$ cat config.mk
export PLATFORM = sky130hd
export DESIGN_NAME = lpwr_wake_ctrl
export DESIGN_NICKNAME = d
export VERILOG_FILES = /design/src/rtl/lpwr_pkg.sv /design/src/rtl/lpwr_sync.sv /design/src/rtl/lpwr_cfg_reg.sv /design/src/rtl/lpwr_stab_timer.sv /design/src/rtl/lpwr_wake_ctrl.sv
export SDC_FILE = /design/constraint.sdc
export NUM_CORES = 1
export LEC_CHECK = 0
export CORE_MARGIN = 2
export CORE_UTILIZATION = 56
export DETAILED_ROUTE_END_ITERATION = 12
export DONT_BUFFER_PORTS = 1
export PLACE_DENSITY = 0.74
export SYNTH_ARGS = -nofsm -noshare
export SYNTH_HDL_FRONTEND = slang
export SYNTH_SLANG_ARGS = --single-unit
$ cat constraint.sdc
create_clock -name clk -period 2 [get_ports clk]
set_input_delay 0.1 -clock clk [delete_from_list [all_inputs] [get_ports clk]]
set_output_delay 0.1 -clock clk [all_outputs]
set_load 0.02 [all_outputs]
$ cat src/rtl/lpwr_pkg.sv
package lpwr_pkg;
  localparam int DIV_SEL_W = 3;   // divider select width
  localparam int DIV_BASE  = 3;   // divide = 2^(k + DIV_BASE)
  localparam int ITMR_W    = 8;   // interval timer width

  typedef enum logic [1:0] {
    PH_RUN  = 2'd0,
    PH_STOP = 2'd1,
    PH_STAB = 2'd2,
    PH_REL  = 2'd3
  } phase_e;

  typedef enum logic [1:0] {
    WK_NONE   = 2'd0,
    WK_VECTOR = 2'd1,
    WK_RESUME = 2'd2
  } wake_act_e;

  typedef struct packed {
    logic [DIV_SEL_W-1:0] div_sel;
    logic                 wdt_rst_en;
    logic                 rc_mode;
  } lp_cfg_t;

  localparam int CFG_W = $bits(lp_cfg_t);
endpackage

$ cat src/rtl/lpwr_sync.sv
module lpwr_sync #(
  parameter int W = 2
) (
  input  logic         clk,
  input  logic         rst_n,
  input  logic [W-1:0] d_async,
  output logic [W-1:0] d_sync
);
  for (genvar i = 0; i < W; i++) begin : g_bit
    logic [1:0] sh_q;
    always_ff @(posedge clk or negedge rst_n) begin
      if (!rst_n) sh_q <= '0;
      else        sh_q <= {sh_q[0], d_async[i]};
    end
    assign d_sync[i] = sh_q[1];
  end
endmodule

$ cat src/rtl/lpwr_cfg_reg.sv
module lpwr_cfg_reg
  import lpwr_pkg::*;
#(
  parameter int BUS_W = 8
) (
  input  logic             clk,
  input  logic             rst_n,
  input  logic             clear,
  input  logic             wr,
  input  logic             full,
  input  logic [BUS_W-1:0] wdata,
  output lp_cfg_t          cfg
);
  always_ff @(posedge clk or negedge rst_n) begin
    if (!rst_n)          cfg <= '0;
    else if (clear)      cfg <= '0;
    else if (wr && full) cfg <= lp_cfg_t'(wdata[CFG_W-1:0]);
  end

  if (BUS_W > CFG_W) begin : g_rsvd
    logic rsvd_unused;
    assign rsvd_unused = ^wdata[BUS_W-1:CFG_W];
  end
endmodule

$ cat src/rtl/lpwr_stab_timer.sv
module lpwr_stab_timer
  import lpwr_pkg::*;
#(
  parameter int RST_LOG2 = 18
) (
  input  logic                 clk,
  input  logic                 rst_n,
  input  logic                 run,
  input  logic                 fixed,
  input  logic [DIV_SEL_W-1:0] div_sel,
  output logic                 done
);
  localparam int IRQ_MAX = ITMR_W + DIV_BASE + (1 << DIV_SEL_W) - 1;
  localparam int CW      = (RST_LOG2 > IRQ_MAX) ? RST_LOG2 : IRQ_MAX;
  localparam logic [CW-1:0] ONE = {{(CW-1){1'b0}}, 1'b1};

  logic [CW-1:0] tmr_q;
  logic [CW-1:0] target;

  // Low bits act as the prescaler, the next ITMR_W bits as the interval timer.
  always_comb begin
    if (fixed) target = (ONE << RST_LOG2) - ONE;
    else       target = (ONE << (32'(div_sel) + DIV_BASE + ITMR_W)) - ONE;
  end

  always_ff @(posedge clk or negedge rst_n) begin
    if (!rst_n)    tmr_q <= '0;
    else if (!run) tmr_q <= '0;
    else           tmr_q <= tmr_q + ONE;
  end

  assign done = run && (tmr_q == target);
endmodule

$ cat src/rtl/lpwr_wake_ctrl.sv
module lpwr_wake_ctrl
  import lpwr_pkg::*;
#(
  parameter int RST_LOG2 = 18,
  parameter int BUS_W    = 8
) (
  input  logic             clk,
  input  logic             rst_n,
  input  logic             stop_exec,
  input  logic             cfg_wr,
  input  logic             cfg_byte,
  input  logic [BUS_W-1:0] cfg_wdata,
  input  logic             gie,
  input  logic             wdt_irq_en,
  input  logic             ext_irq_async,
  input  logic             wdt_evt_async,
  output logic             cpu_clk_en,
  output logic             main_osc_en,
  output logic             rc_osc_en,
  output logic             internal_reset,
  output logic             vector_req,
  output logic             vector_sel,
  output logic             resume
);
  phase_e    ph_q, ph_d;
  wake_act_e act_q, act_d;
  logic      rst_path_q, rst_path_d;
  logic      sel_q, sel_d;
  logic      ext_s, wdt_s, wdt_live, cfg_clear, stab_done;
  lp_cfg_t   cfg;

  lpwr_sync #(.W(2)) u_sync (
    .clk     (clk),
    .rst_n   (rst_n),
    .d_async ({wdt_evt_async, ext_irq_async}),
    .d_sync  ({wdt_s, ext_s})
  );

  lpwr_cfg_reg #(.BUS_W(BUS_W)) u_cfg (
    .clk   (clk),
    .rst_n (rst_n),
    .clear (cfg_clear),
    .wr    (cfg_wr),
    .full  (cfg_byte),
    .wdata (cfg_wdata),
    .cfg   (cfg)
  );

  lpwr_stab_timer #(.RST_LOG2(RST_LOG2)) u_tmr (
    .clk     (clk),
    .rst_n   (rst_n),
    .run     (ph_q == PH_STAB),
    .fixed   (rst_path_q),
    .div_sel (cfg.div_sel),
    .done    (stab_done)
  );

  assign wdt_live = cfg.rc_mode && wdt_s;

  always_comb begin
    ph_d       = ph_q;
    act_d      = act_q;
    rst_path_d = rst_path_q;
    sel_d      = sel_q;
    cfg_clear  = 1'b0;
    case (ph_q)
      PH_RUN: if (stop_exec) ph_d = PH_STOP;
      PH_STOP: begin
        if (wdt_live && cfg.wdt_rst_en) begin
          ph_d       = PH_STAB;
          rst_path_d = 1'b1;
          act_d      = WK_NONE;
          sel_d      = 1'b0;
          cfg_clear  = 1'b1;
        end else if (ext_s) begin
          ph_d       = PH_STAB;
          rst_path_d = 1'b0;
          act_d      = gie ? WK_VECTOR : WK_RESUME;
          sel_d      = 1'b0;
        end else if (wdt_live) begin
          ph_d       = PH_STAB;
          rst_path_d = 1'b0;
          act_d      = (gie && wdt_irq_en) ? WK_VECTOR : WK_RESUME;
          sel_d      = 1'b1;
        end
      end
      PH_STAB: if (stab_done) ph_d = PH_REL;
      default: ph_d = PH_RUN;
    endcase
  end

  always_ff @(posedge clk or negedge rst_n) begin
    if (!rst_n) begin
      ph_q           <= PH_STAB;
      act_q          <= WK_NONE;
      rst_path_q     <= 1'b1;
      sel_q          <= 1'b0;
      cpu_clk_en     <= 1'b0;
      main_osc_en    <= 1'b1;
      rc_osc_en      <= 1'b0;
      internal_reset <= 1'b1;
      vector_req     <= 1'b0;
      vector_sel     <= 1'b0;
      resume         <= 1'b0;
    end else begin
      ph_q           <= ph_d;
      act_q          <= act_d;
      rst_path_q     <= rst_path_d;
      sel_q          <= sel_d;
      cpu_clk_en     <= (ph_d == PH_RUN) || (ph_d == PH_REL);
      main_osc_en    <= (ph_d != PH_STOP);
      rc_osc_en      <= (ph_d == PH_STOP) && cfg.rc_mode;
      internal_reset <= (ph_d == PH_STAB) && rst_path_d;
      vector_req     <= (ph_d == PH_REL) && (act_d == WK_VECTOR);
      vector_sel     <= (ph_d == PH_REL) && (act_d == WK_VECTOR) && sel_d;
      resume         <= (ph_d == PH_REL) && (act_d == WK_RESUME);
    end
  end
endmodule

==> results of run 1 <==
[worst max-delay path, stage by stage, from the launching register on]
cell      delay (ns)
dfrtp_2         0.49
buf_4           0.17
a31oi_4         0.20
o221ai_2        0.12
mux2i_1         0.24
a31o_1          0.21
ha_2            0.18
o21a_1          0.13
and2_1          0.12
[power by group]
part           leakage (uW)  total [uW]  switching [uW]  internal (uW)
clock network     0.0000418         553             285            267
registers          0.000515        1070             127            947
logic              0.000499         676             356            320
[state kept, by name (all words and copies together), names as in the netlist, 2 cells and up]
signal             count
u_tmr.tmr_q           18
ph_q                   2
u_cfg.cfg              5
u_sync.g_bit.sh_q      4
act_q                  2
[path summary, 6_finish.rpt]
kind / start / to / slack (ns) / depth (start not counted)
setup / recovery: u_cfg.cfg[4] / vector_sel / 0.08 / 8
hold / removal: cfg_wr / u_cfg.cfg[4] / 0.03 / 3
setup reg to reg: u_cfg.cfg[4] / vector_sel / 0.08 / 8
hold reg to reg: u_sync.g_bit[1].sh_q[0] / u_sync.g_bit[1].sh_q[1] / 0.37 / 0
max in group asynchronous: rst_n / main_osc_en / 1.56 / 2
min in group asynchronous: rst_n / u_sync.g_bit[1].sh_q[0] / 0.19 / 2
[stage by stage]
stage / TNS (ns) / setup WS, ns
global placement: 0 / 0.0507
floorplan: 0 / 0.132
global route: -0.0186 / -0.0186
CTS: 0 / 0.0348
detailed placement: 0 / 0.0255
finish: 0 / 0.0783
[cell usage after synthesis, drive strengths merged (4+ instances only)]
library cell  number  area (um2)
dfrtp             36         901
nor2              21        78.8
nand2             15        56.3
xor2              15         131
nand3             11        55.1
a21oi              7        35.0
buf                6        38.8
and2               5        31.3
and4               5        46.3
ha                 5        62.6
inv                5        18.8
xnor2              5        43.8
a31oi              4        25.0
dfstp              4         105
nand4              4        25.0
[cell families (layout without fill, tap and decap cells)]
| family | count (synthesis) | in the layout | share of synthesized area |
|---|---|---|---|
| AND/OR/NAND/NOR | 77 | 77 | 0.222 |
| flip-flops | 40 | 40 | 0.512 |
| AO/OA/AOI/OAI | 28 | 28 | 0.0994 |
| XOR/XNOR | 20 | 20 | 0.0892 |
| buffers and inverters | 13 | 45 | 0.0331 |
| adder cells (fa/ha/maj) | 5 | 5 | 0.0319 |
| multiplexers | 2 | 2 | 0.0102 |
| other | 1 | 2 | 0.00191 |
[cell type report]
class / instances / area [um2] / share of cell area
clock buffers: 5 / 37.5 / 0.0157
inverters: 5 / 18.8 / 0.00785
well taps: 46 / 57.6 / 0.0241
clock inverters: 3 / 46.3 / 0.0194
flip-flops and latches: 40 / 1010 / 0.422
repair buffers: 32 / 285 / 0.119
multi-input cells: 134 / 938 / 0.392
[layer usage]
metal	part of all wire	wire (um)	global-route usage
met3	0.048	205	0.0661
met1	0.41	1780	0.272
met4	0.019	80	0.0924
met5	0	0	0
met2	0.52	2220	0.374
[timing repair]
| item | 4_1_cts | 5_1_grt |
|---|---|---|
| pin swaps | 0 | 2 |
| resized for setup | 1 | 8 |
| setup endpoints to repair | 1 | 5 |
| endpoints found under the hold margin | 47 | 0 |
| cloned | 0 | 0 |
| buffers inserted | 0 | 8 |
| hold buffers | 15 | 0 |
==> results.md, run 1 <==
- The library cell used most frequently in the layout, excluding fill and tap cells, is dfrtp_1.
- The total vias in the final route is 1524.
- The die area is roughly 0.004 mm2.
- Clock-pin slew was measured on the worst setup and hold paths at 0.13 ns.
- TritonCTS built the clock tree.
- The routed design could run at a clock period as short as 1.92 ns.
- The max-cap violation count is 0.
- For this run, asynchronously set or reset flops after synthesis account for 1.00.
- The count of port buffers added during placement is 0.
- Counting distinct cell types in the post-synthesis netlist gives between 40 and 50.
- The area overhead of the layout relative to synthesis is 21.9%.
- The TritonCTS buffer count is 5.
- The via count of the first global-routing pass is roughly 1500.
- Of all nets on the critical path, the largest fanout is 8.
- Summed over all cells, the static leakage comes to around 0.0011 uW.
- The routability-driven placement congestion ratio is 0.804.
- The synthesized design contains 0 enable-type register cells.
- The largest buffer count on any clock path is 2.
- Entering global routing, the biggest net connects slightly above 40 pins.
- Leaving out filler cells and counting taps, the final layout contains approximately 270.
- At the later pin of the worst-skew pair, clock insertion delay measures ~0.35 ns.
- Dividing the final minimum period by the clock period gives 0.961.
- The count of final max-slew check failures is 0.
- The die span in y is 63.2 um.
- The number of antenna diodes in the final layout is 0.
- The number of standard-cell rows in the floorplan is 21.
- Measured on the finished design, the core utilization comes to 0.711.
- The clock net sink count is 40.
- The total placed instance area is 0.00205 mm2.
- In this run, synthesis produced a sequential element count of 40.
- Detailed placement ended at an HPWL of about 2500 um.
- The remaining design rule violation count is 0.
- The maximum vdd drop is 0.000630 V.
- In the synthesized netlist, the number of instances is 186.
- The required arrival time at the worst endpoint is approximately 2.3 ns.
- The core region is between 0.003 and 0.004 mm2.
- The warning count from the yosys run is 0.
- The number of antenna violations at the first check in global routing was 0.
- CTS placed an instance of clkbuf_4 at the clock tree root.
- The portion of the post-synthesis area used by sequential elements is 0.512.
- The critical path is of the register to register type.
- The number of filler cells placed in the layout is 257.
- The min-delay analysis places its worst path in the category input pin to register.
- After the first detailed-routing iteration, the DRC count stood at 106.
- Setup violations remaining at the end of the flow were counted as 0.
- The top cell types in the final layout, fill and taps aside, are dfrtp_1 (34), nor2_1 (21), buf_4 (16), nand2_1 (15), xor2_1 (15).
- The ratio of total power to cell area is between 900 and 1000 mW/mm2.
- The detail route stage leaves a number of antenna-violating nets equal to 0.
- The total wire length after detailed routing is 4280 um.
- The kind of launch point of the worst setup path is a register.
- Data on the critical path arrives at its endpoint at 2.22 ns.
- The first-pass GRT wire length is 6880 um.
- The width of the chip is between 60 and 70 um.
- The fraction of final layout cells sized beyond drive strength 1 is 0.201.
- The total power consumption of the routed design is 2300 uW.
- Summing every instance area after synthesis gives around 0.002 mm2.
- The placed cell count is roughly 230.
- For this design the top-level I/O count stands at 24.
- STA classifies the critical path endpoint as a register.
- The average detailed-routed wire length per instance is roughly 16 um.
- The final hold violation count was 0.
- Using the TritonRoute via totals, the vias-per-cell ratio works out to around 5.8.
- The overall routing resource usage is 0.224.
- The first-pass detailed-route iteration total is 4.
- The worst hold margin is about 0.034 ns.
- The average instance in the mapped netlist occupies 10.6 um2.
- The count of H-tree levels built during CTS is 2.
- The number of nets in the final layout is 240.
- The flow ran to the end, and the final reports show no timing, DRC or antenna violations.
- Derived from the worst setup path, the maximum achievable clock frequency is 520 MHz.
- The area of all placed cells without fillers is 0.00239 mm2.
- The most common flop cell mapped by yosys is dfrtp_1.
- Across the routed clock network, the largest skew measured is 0.00736 ns.
- The total overflow left after global routing is 0.
- The effective utilization at floorplan is 0.584.
Power figures use the tool's default switching activity.
==> run 2, diff against run 1 <==
clock period = 1.57 ns   (was 2 ns; I/O delays follow)
==> run 2 against run 1 <==
- the run now ends with negative setup slack left
- global-route usage up 5.1 points
- power is 31% higher
- largest cell class unchanged
- wire length increased by 17%
- count of clock-buffer cells in the layout rose by 1
- critical path depth did not move
- clock skew grew 0.0083 ns
- worst hold slack gained 0.054 ns
==> results.md, run 2 (synthesis gave the netlist of run 1 again) <==
- The maximum vdd drop is 0.000976 V (+55%).
- The cell chosen for the clock root is clkbuf_4.
- STA classifies the critical path endpoint as a register.
- The number of antenna violations at the first check in global routing is 0 (unchanged).
- The remaining antenna violation count is 0 (unchanged).
- The largest registers in the layout are u_tmr.tmr_q (18), u_cfg.cfg (5), u_sync.g_bit.sh_q (4).
- The signal on the critical path passes through buf_4, a31oi_1, o221ai_1, mux2i_1, a31o_1, ha_2, o21a_1, and2_1.
- The largest stage delay on the critical path is 0.51 ns (+0.02 ns).
- Setup repair after global routing could not meet its margin everywhere.
- The count of inserted antenna diode cells came to 0 (unchanged).
- The required arrival time at the worst endpoint came to 1.87 ns (-0.43 ns).
- The highest net fanout along the worst path is 8 (unchanged).
- The remaining design rule violation count was 0 (unchanged).
- The area growth from synthesis to layout is 33.7%.
- The count of final max-slew check failures is 0 (unchanged).
- The clock net sink count was 40 (unchanged).
- The total vias in the final route is 1676 (+10%).
- The die area is 0.00400 mm2 (unchanged).
- For this design, the slowest cell found on the critical path is dfrtp_2.
- The largest buffer count on any clock path came to 2 (unchanged).
- The overall routing resource usage is 0.275 (+0.0514).
- The ratio of total power to cell area is 1150 mW/mm2 (+20%).
- The path class of the tightest hold or removal check is input pin to register.
- The achievable frequency is 493 MHz (-5.3%).
- The count of H-tree levels built during CTS is 2 (unchanged).
- The flip-flop count of the largest register after layout is 18 (unchanged).
- The total power consumption of the routed design is 3030 uW (+31%).
- The arrival time of data at the critical path endpoint is 2.33 ns (+0.11 ns).
- The most frequent standard cell in the layout excluding fill and tap cells is buf_4.
- The estimated wirelength of the detail-placed design was 2900 um (+16%).
- The post-route fraction of the period consumed by the critical path is 1.29 (+0.331).
- The total wire length after detailed routing is 5010 um (+17%).
- The width of the chip was 63.2 um (unchanged).
- The count of boundary I/O pins is 24 (unchanged).
- The count of endpoints failing setup in the final report is 8 (+8).
- The area taken by multi-input logic gates was 967 um2 (+3.1%).
- The effective utilization at floorplan was 0.584 (unchanged).
- The number of filler cells placed in the layout was 223 (-13%).
- The type of the worst setup path is register to register.
- The count of port buffers added during placement is 0 (unchanged).
- The category of cells accounting for the largest share of critical-path delay is compound AO/OA/AOI/OAI gates.
- The first-pass GRT wire length came to 8350 um (+21%).
- The aggregate global routing overflow is 0 (unchanged).
- The number of buffers and inverters on the critical path is 1 (unchanged).
- The largest net degree at the start of global routing came to 41 (unchanged).
- The routability-driven placement congestion ratio was 0.814 (+1.1%).
- The number of vias per cell is 5.72 (-0.54%).
- The clock latency on the worst-skew pair came to 0.36 ns (about the same).
- The final design utilization came to 0.781 (+0.0692).
- The max-cap violation count is 0 (unchanged).
- The flow ran to the end, but the final reports show violations.
- The via count of the first global-routing pass is 1762 (+20%).
- The kind of launch point of the worst setup path is a register.
- Leaving out fill and tap cells, the most frequent cells in the layout are buf_4 (43), dfrtp_1 (33), nor2_1 (21), nand2_1 (15), xor2_1 (15).
- The total area of sequential cells was 0.00101 mm2 (+0.12%).
- The TritonCTS buffer count came to 5 (unchanged).
- The most flop-heavy register is u_tmr.tmr_q.
- The first-pass detailed-route iteration total is 4 (unchanged).
- The die span in y is 63.2 um (unchanged).
- The fraction of final layout cells sized beyond drive strength 1 is 0.324 (+0.123).
- The minimum clock period after layout is 2.03 ns (+0.107 ns).
- The final reports fail on negative setup slack.
- The initial DRC count is 133 (+25%).
- The leakage power figure is 0.00119 uW (+13%).
- TritonCTS built the clock tree.
- The largest clock skew in the final design is 0.0157 ns (+0.00831 ns).
- The clock transition at the registers of the reported paths is 0.13 ns (about the same).
- The number of standard-cell rows in the floorplan is 21 (unchanged).
- The average detailed-routed wire length per instance is 17.1 um (+5.9%).
- The final hold violation count came to 0 (unchanged).
- The total core area is 0.00336 mm2 (unchanged).
- The final worst-path setup slack came to -0.459 ns (-0.537 ns).
- The number of nets in the final layout is 268 (+12%).
-- run 2: worst reg2reg max path, stage by stage, from the launching register on --
cell and delay, ns:
dfrtp_2 0.51, buf_4 0.17, a31oi_1 0.19, o221ai_1 0.14
mux2i_1 0.28, a31o_1 0.24, ha_2 0.19, o21a_1 0.13
and2_1 0.12
-- run 2: through the flow --
| stage | instance area, um2 | hold slack, ns | cells | worst slack [ns] | setup TNS [ns] |
|---|---|---|---|---|---|
| final | 2630 | 0.0885 | 293 | -0.459 | -2.75 |
| after global placement | 2240 | -0.216 | 258 | -0.335 | -1.85 |
| after detailed placement | 2240 | -0.216 | 258 | -0.439 | -2.55 |
| after CTS | 2570 | 0.0929 | 290 | -0.357 | -1.95 |
| after floorplan | 2000 | -0.217 | 187 | -0.172 | -0.490 |
| after global routing | 2630 | 0.121 | 293 | -0.561 | -3.52 |
-- run 2: layout make-up --
class / count / area share
clock buffer: 6 / 0.0195
clock inverter: 2 / 0.00572
inverter: 5 / 0.00715
multi-input combinational: 134 / 0.368
sequential: 40 / 0.385
tap: 46 / 0.0219
timing repair buffer: 60 / 0.193
-- run 2: per-layer routing --
metal / vias to the layer above / track usage / wire, um
met2: 51 / 0.499 / 2640
li1: 765 / - / -
met3: 13 / 0.0554 / 210
met1: 847 / 0.320 / 2030
met5: - / 0 / 0
met4: 0 / 0.106 / 121
-- run 2: power breakdown --
part | internal (uW) | switching (uW)
combinational | 546 | 528
sequential | 1210 | 166
clock | 217 | 363
total | 1970 | 1060
-- run 2: repair_timing --
| item | CTS | global route |
|---|---|---|
| setup endpoints to repair | 12 | 14 |
| hold buffers | 15 | 0 |
| buffers inserted | 9 | 3 |
| pin swaps | 5 | 5 |
| gates resized for setup | 8 | 9 |
| hold endpoints to repair | 47 | 0 |
-- run 2: path summary, 6_finish.rpt --
kind	endpoint	start	slack (ns)	cells past startpoint
max in group asynchronous	main_osc_en	rst_n	1.14	2
worst max-delay path	vector_sel	u_cfg.cfg[4]	-0.46	8
worst min-delay path	act_q[0]	gie	0.09	3
worst min register to register	u_sync.g_bit[0].sh_q[1]	u_sync.g_bit[0].sh_q[0]	0.38	0
min in group asynchronous	u_cfg.cfg[4]	rst_n	0.17	2
worst max register to register	vector_sel	u_cfg.cfg[4]	-0.46	8
